--- config.mk ---
export PLATFORM = sky130hd
export DESIGN_NAME = spi_hold_ctrl
export DESIGN_NICKNAME = d
export VERILOG_FILES = /design/src/rtl/hold_pkg.sv /design/src/rtl/hold_sync.sv /design/src/rtl/hold_edge_det.sv /design/src/rtl/hold_fsm.sv /design/src/rtl/spi_hold_ctrl.sv
export SDC_FILE = /design/constraint.sdc
export NUM_CORES = 1
export LEC_CHECK = 0
export BUFFER_PORTS_ARGS = -buffer_cell sky130_fd_sc_hd__buf_2
export CAP_MARGIN = 25
export CORE_AREA = 2 2 39 41
export CTS_BUF_LIST = sky130_fd_sc_hd__clkbuf_2 sky130_fd_sc_hd__clkbuf_4 sky130_fd_sc_hd__clkbuf_8
export CTS_CLUSTER_SIZE = 16
export DETAILED_ROUTE_END_ITERATION = 8
export DIE_AREA = 0 0 41 43
export GPL_TIMING_DRIVEN = 0
export PLACE_DENSITY_LB_ADDON = 0.3
export SLEW_MARGIN = 5
export SYNTH_ARGS = -nofsm -noshare
export SYNTH_HDL_FRONTEND = slang
export SYNTH_SLANG_ARGS = --single-unit
--- constraint.sdc ---
create_clock -name clk -period 2.16 [get_ports clk]
set_clock_uncertainty 0.05 [all_clocks]
set_input_delay 0.648 -clock clk [delete_from_list [all_inputs] [get_ports clk]]
set_output_delay 0.648 -clock clk [all_outputs]
set_load 0.01 [all_outputs]
--- src/rtl/hold_pkg.sv ---
package hold_pkg;
   typedef enum logic [1:0] {
      HC_RUN       = 2'd0,
      HC_EXIT_WAIT = 2'd1,
      HC_PAUSED    = 2'd2
   } hold_state_e;
endpackage

--- src/rtl/hold_sync.sv ---
module hold_sync #(
   parameter int unsigned STAGES  = 2,
   parameter bit          RST_LVL = 1'b0
) (
   input  logic clk,
   input  logic rst_n,
   input  logic d_i,
   output logic q_o
);
   logic [STAGES-1:0] stage_q;

   for (genvar i = 0; i < STAGES; i++) begin : g_stage
      if (i == 0) begin : g_first
         always_ff @(posedge clk or negedge rst_n) begin
            if (!rst_n) stage_q[i] <= RST_LVL;
            else        stage_q[i] <= d_i;
         end
      end else begin : g_next
         always_ff @(posedge clk or negedge rst_n) begin
            if (!rst_n) stage_q[i] <= RST_LVL;
            else        stage_q[i] <= stage_q[i-1];
         end
      end
   end

   assign q_o = stage_q[STAGES-1];
endmodule

--- src/rtl/hold_edge_det.sv ---
module hold_edge_det #(
   parameter bit RST_LVL     = 1'b0,
   parameter bit DETECT_RISE = 1'b1
) (
   input  logic clk,
   input  logic rst_n,
   input  logic lvl_i,
   output logic pulse_o
);
   logic prev_q;

   always_ff @(posedge clk or negedge rst_n) begin
      if (!rst_n) prev_q <= RST_LVL;
      else        prev_q <= lvl_i;
   end

   if (DETECT_RISE) begin : g_rise
      assign pulse_o = lvl_i & ~prev_q;
   end else begin : g_fall
      assign pulse_o = ~lvl_i & prev_q;
   end
endmodule

--- src/rtl/hold_fsm.sv ---
module hold_fsm
   import hold_pkg::*;
(
   input  logic        clk,
   input  logic        rst_n,
   input  logic        sck_lvl,
   input  logic        cs_n_lvl,
   input  logic        hold_n_lvl,
   input  logic        sck_rise,
   input  logic        sck_fall,
   input  logic        hold_fall,
   input  logic        cs_rise,
   output hold_state_e state_o,
   output logic        rise_en_o,
   output logic        fall_en_o,
   output logic        so_oe_o,
   output logic        slave_rst_o
);
   hold_state_e state_q, state_d;
   logic        pend_q, pend_d;
   logic        req, enter_now, running;

   // a pause request is live only while selected and still asserted
   assign req = (pend_q | hold_fall) & ~hold_n_lvl & ~cs_n_lvl;

   always_comb begin
      state_d   = state_q;
      pend_d    = pend_q;
      enter_now = 1'b0;
      unique case (state_q)
         HC_RUN: begin
            if (req && !sck_lvl) begin
               state_d   = HC_PAUSED;
               enter_now = 1'b1;
               pend_d    = 1'b0;
            end else begin
               pend_d = req;
            end
         end
         HC_PAUSED: begin
            pend_d = 1'b0;
            if (hold_n_lvl) state_d = sck_lvl ? HC_EXIT_WAIT : HC_RUN;
         end
         HC_EXIT_WAIT: begin
            if (!hold_n_lvl)   state_d = HC_PAUSED;
            else if (!sck_lvl) state_d = HC_RUN;
         end
         default: state_d = HC_RUN;
      endcase
   end

   always_ff @(posedge clk or negedge rst_n) begin
      if (!rst_n) begin
         state_q <= HC_RUN;
         pend_q  <= 1'b0;
      end else begin
         state_q <= state_d;
         pend_q  <= pend_d;
      end
   end

   assign running     = (state_q == HC_RUN) & ~enter_now;
   assign rise_en_o   = sck_rise & running;
   assign fall_en_o   = sck_fall & running;
   assign so_oe_o     = running & ~cs_n_lvl;
   assign slave_rst_o = cs_rise & (state_q != HC_RUN);
   assign state_o     = state_q;
endmodule

--- src/rtl/spi_hold_ctrl.sv ---
module spi_hold_ctrl
   import hold_pkg::*;
#(
   parameter int unsigned SYNC_STAGES = 2
) (
   input  logic clk,
   input  logic rst_n,
   input  logic sck_i,
   input  logic cs_n_i,
   input  logic hold_n_i,
   output logic sck_rise_en,
   output logic sck_fall_en,
   output logic so_oe,
   output logic slave_rst
);
   if (SYNC_STAGES < 2) begin : g_bad_sync
      $error("spi_hold_ctrl: SYNC_STAGES must be at least 2");
   end

   logic        s_sck, s_cs_n, s_hold_n;
   logic        sck_rise, sck_fall, hold_fall, cs_rise;
   hold_state_e state_q;

   hold_sync #(.STAGES(SYNC_STAGES), .RST_LVL(1'b0)) u_sync_sck (
      .clk(clk), .rst_n(rst_n), .d_i(sck_i), .q_o(s_sck));
   hold_sync #(.STAGES(SYNC_STAGES), .RST_LVL(1'b1)) u_sync_cs (
      .clk(clk), .rst_n(rst_n), .d_i(cs_n_i), .q_o(s_cs_n));
   hold_sync #(.STAGES(SYNC_STAGES), .RST_LVL(1'b1)) u_sync_hold (
      .clk(clk), .rst_n(rst_n), .d_i(hold_n_i), .q_o(s_hold_n));

   hold_edge_det #(.RST_LVL(1'b0), .DETECT_RISE(1'b1)) u_sck_rise (
      .clk(clk), .rst_n(rst_n), .lvl_i(s_sck), .pulse_o(sck_rise));
   hold_edge_det #(.RST_LVL(1'b0), .DETECT_RISE(1'b0)) u_sck_fall (
      .clk(clk), .rst_n(rst_n), .lvl_i(s_sck), .pulse_o(sck_fall));
   hold_edge_det #(.RST_LVL(1'b1), .DETECT_RISE(1'b0)) u_hold_fall (
      .clk(clk), .rst_n(rst_n), .lvl_i(s_hold_n), .pulse_o(hold_fall));
   hold_edge_det #(.RST_LVL(1'b1), .DETECT_RISE(1'b1)) u_cs_rise (
      .clk(clk), .rst_n(rst_n), .lvl_i(s_cs_n), .pulse_o(cs_rise));

   hold_fsm u_fsm (
      .clk(clk), .rst_n(rst_n),
      .sck_lvl(s_sck), .cs_n_lvl(s_cs_n), .hold_n_lvl(s_hold_n),
      .sck_rise(sck_rise), .sck_fall(sck_fall),
      .hold_fall(hold_fall), .cs_rise(cs_rise),
      .state_o(state_q),
      .rise_en_o(sck_rise_en), .fall_en_o(sck_fall_en),
      .so_oe_o(so_oe), .slave_rst_o(slave_rst));
endmodule

# After elaboration in Yosys (flattened, before gate mapping)
# Cells that the tools add are included.
# W data, S select, Z words.
# word_totals
register_bits	12
input_bits	5
out_inout_bits	4
elab_cells	50
# classes
n_eq_ne	5
muxes	10
bitwise_logic	18
n_reduce_logical	6
# ops
op	count
$and A1 B1 Y1	11
$mux W2	4
$not A1 Y1	6
$pmux W2 S3	1
$mux W1	4
$reduce_bool A2 Y1	2
$ne A3 B3 Y1 const B	1
$reduce_and A3 Y1	1
$eq A2 B1 Y1 const B	1
$eq A2 B2 Y1 const B	1
$logic_not A2 Y1	1
$ne A2 B1 Y1 const B	1
$ne A2 B2 Y1 const B	1
$pmux W1 S2	1
$logic_and A1 B1 Y1	1
$logic_not A1 Y1	1
$or A1 B1 Y1	1

# Longest topological paths before layout
# depth
ltp_word	11
ltp_mapped	2
mapped_depth_nobuf	2

# Modules after synthesis
# A second synthesis with hierarchy kept.
# unflattened
cells_unflattened	30
area_unflattened_um2	483.0
# modules_own_cells
mod	instances	cells_each	area_each_um2	seq_area_each_um2
hold_fsm	1	16	170.2	75.1
hold_sync (u_sync_cs ...)	2	2	52.6	52.6
hold_edge_det (u_cs_rise ...)	2	2	40.0	26.3
hold_edge_det (u_sck_fall ...)	2	2	38.8	25.0
hold_sync (u_sync_sck)	1	2	50.0	50.0

# Worst setup path after synthesis
# No wires, ideal clock.
# synth_timing
path_kind	flip-flop to output port
start	reg u_fsm.state_q[0], in the netlist u_fsm.state_o[0]
end	out sck_rise_en
arrival_time_ns	0.913
required_time_ns	1.462
path_slack_ns	0.549
stages_incl_launch_ff	2
n_path_buf	0
path_cell_list	dfrtp_1 -> nor4b_1
# synth_via
elab_chain_len	5
# synth_lines
item	line	rtl
start: declaration	hold_fsm.sv:19	hold_state_e state_q, state_d;
start signal: assignment	hold_fsm.sv:57	state_q <= state_d;
$logic_not A2 Y1 *	hold_fsm.sv:30, hold_fsm.sv:62	
$mux W1	hold_fsm.sv:30	unique case (state_q)
$not A1 Y1	hold_fsm.sv:62	assign running = (state_q == HC_RUN) & ~enter_now;
$and A1 B1 Y1 *	hold_fsm.sv:62	
$and A1 B1 Y1 *	hold_fsm.sv:63	assign rise_en_o = sck_rise & running;
end: declaration	spi_hold_ctrl.sv:11	output logic sck_rise_en,
# Every way passes the cells marked *; elsewhere a longest branch is shown, timed or not.

# Final worst setup path
# layout_timing
start	reg u_sync_sck.stage_q[1], in the netlist u_sync_sck.q_o
end	out sck_fall_en
# layout_via
elab_chain_len	7
word_cells_on_any_way	9
cone_classes	mux: 2; bitwise: 5; reduce/logical: 2
# layout_lines
item	line	rtl
start: declaration	hold_sync.sv:10	logic [STAGES-1:0] stage_q;
start signal: indexed assignment	hold_sync.sv:21	else stage_q[i] <= stage_q[i-1];
$logic_not A1 Y1	hold_fsm.sv:32	if (req && !sck_lvl) begin
$logic_and A1 B1 Y1	hold_fsm.sv:32	
$mux W1	hold_fsm.sv:32	
$mux W1	hold_fsm.sv:30	
$not A1 Y1	hold_fsm.sv:62	
$and A1 B1 Y1	hold_fsm.sv:62	
$and A1 B1 Y1 *	hold_fsm.sv:64	assign fall_en_o = sck_fall & running;
end: declaration	spi_hold_ctrl.sv:12	output logic sck_fall_en,
# Marked as above.

==> flow_summary.toml <==
[worst_setup_path]
timing.rr.start = "u_fsm.pend_q"
path_cells = "nor3_1 -> o311a_1 -> buf_2"
r2r_end = "u_fsm.state_o[1]"
crit_path_top_delay_cell = "dfrtp_1"
cp-endpoint = "sck_fall_en"
reg2reg_depth = 2
reg2reg_slack_ns = 1.10
crit_fanout = 6
start_kind = "flip-flop"
worstSetupEndpointType = "output port"
cp_data_required_time_ns = 1.46
cp.arrival_ns = 1.32
setup.worst_path.start = "u_sync_sck.q_o"
slowest_delay_ns = 0.43
critPathKind = "reg -> out"

[logic_synthesis]
ys_warn_count = 0
synth_area_um2 = 414
yosys_register_bits = 12
synth_fp_nets = 33
synth_top_area_frac = 0.381
avgSynthCellArea_um2 = 14.8
synthAdderAreaFrac = 0
yosysUniqueCellTypes = 12
synthCells = 28
yosys.area_share.simple = 0.121
yosysTopAreaCell = "dfstp_2"
ys_seq_area_frac = 0.743
muxShareOfSynthArea = 0
synth_compound_area_frac = 0.0967
synth_top_family_by_area = "simple AND/OR/NAND/NOR gates"
synth.area.top_cells = "dfstp_2, dfrtp_1, a32o_1"
synth_xor_area_frac = 0.0211

[cells_and_area]
final_common_cell = "buf_2"
final.fill_count = 149
diodes = 0
layout_common_cells = "buf_2, dfstp_2, dfrtp_1, nor2_1, clkbuf_4"
layout-drive-gt1-share = 0.436
fin_nets = 46
area_delta_synth_final_pct = 19.9
fin_util = 0.359

[timing]
min_period_over_period = 0.933
worstMarginPinSlew_ns = 0.294
tns_ns = 0
worst_hold_slack_ns = 0.202
hold_viol_final = 0
fin_crit_ns = 2.02
rsz0062_at_grt = "no"
setup_viol = 0
fmax_mhz = 496
max-slew-margin-rel = 0.801
report.final.slew_viol_count = 0

[clocking]
clkSinkCount = 12
clk_latency_ns = 0.25
hold_buffers = 0
post_cts_buffers = 0
cts_root_buffer = "clkbuf_4"
ctsHtreeMaxLevel = 1
cts_tree = "done"
clkTransAtPathRegs_ns = 0.06
postCtsResizedCells = 0
clock_path_buffers = 2
numCtsBuffers = 3

[grt]
grtUsageTotal = 0.0951
grt_pass1_wl_um = 1090
grt_max_degree = 13
grt_pass1_vias = 266
antenna_found_initial = 0
grt_overflow = 0

[worst_hold_path]
hold_path_class = "in -> async"

[routing]
ant_nets = 0
wl_per_cell_um = 11.6
drt_pass1_iterations = 4
via_per_inst = 4.93
vias = 271
drc = 0
drt_iter0_markers = 3
wirelength_um = 638

[floorplanning]
die_area_mm2 = 0.00176
initial_core_util = 0.299
rows = 14
ios = 9
die-width_um = 41
die_h_um = 43
core-area_mm2 = 0.00138

[power_and_ir_drop]
ir_drop_mv = 0.295
p_per_area_mw_per_mm2 = 831
p_leak_nw = 0.239
p_total_uw = 413

[placed_design]
portBuffers = 8
place.gp.congestion = 0.613

[run]
cap_violations = 0

[outcome]
status = "finished, final reports clean"
[stage by stage]
| step | cell area, µm² | std cells | setup WS [ns] |
|---|---|---|---|
| after floorplan | 414 | 28 | 0.549 |
| final | 497 | 55 | 0.145 |
| after global placement | 474 | 52 | 0.459 |
| after global routing | 497 | 55 | 0.0340 |
| after detailed placement | 474 | 52 | 0.439 |
| after CTS | 497 | 55 | 0.153 |
[worst max-delay path: cells and delay by family (launching register included)]
family                 cells  cell delay [ns]
DFF                        1             0.43
AOI/OAI and AO/OA          1             0.22
and+or+nand+nor            1             0.29
buffers and inverters      1             0.13
[sequential cells by signal, summed over array words and instances (netlist names)]
register and flops:
u_fsm.state_o 2, u_cs_rise.prev_q 1, u_fsm.pend_q 1, u_hold_fall.prev_q 1
u_sck_fall.prev_q 1, u_sync_cs.q_o 1, u_sync_cs.stage_q 1, u_sync_hold.q_o 1
u_sync_hold.stage_q 1, u_sync_sck.q_o 1, u_sync_sck.stage_q 1
[power by group]
part,internal (mW),switching [mW]
Sequential,0.242,0.0109
Clock,0.0641,0.0580
Combinational,0.0176,0.0204
Total,0.323,0.0894
[worst min path at each step]
stage | to | slack (ns) | cells past startpoint
floorplan | u_sync_sck.q_o | 0.28 | 0
global placement | u_sync_sck.q_o | 0.28 | 0
detailed placement | u_sync_sck.q_o | 0.29 | 0
CTS | u_fsm.pend_q | 0.20 | 1
global route | u_sck_fall.prev_q | 0.20 | 1
finish | u_sync_sck.q_o | 0.20 | 1
[synth_stat cells, drive strengths merged]
cell type / n
a32o: 2
and3: 1
dfrtp: 6
dfstp: 6
inv: 2
nor2: 3
nor3: 2
nor3b: 1
nor4b: 1
o311a: 2
or2: 1
xor2: 1
[area by class of cell]
type	instances	area, µm²	area share
multi-input cells	14	98.8	0.199
flip-flops and latches	12	308	0.620
clock buffers	3	22.5	0.0453
inverters	2	7.51	0.0151
well taps	16	20.0	0.0403
repair buffers	8	40.0	0.0806
[per-layer routing]
layer  routed length (µm)  share of wire  track usage
met5                    0              0            0
met2                  345           0.54        0.153
met4                    0              0       0.0600
met3                   55          0.086       0.0314
met1                  238           0.37       0.0990
[logic make-up after synthesis]
logic type	Yosys count
xor+xnor	1
flops	12
buf+inv	2
simple gates	9
compound gates	4
Note: power is estimated with default switching activity, not from simulation.
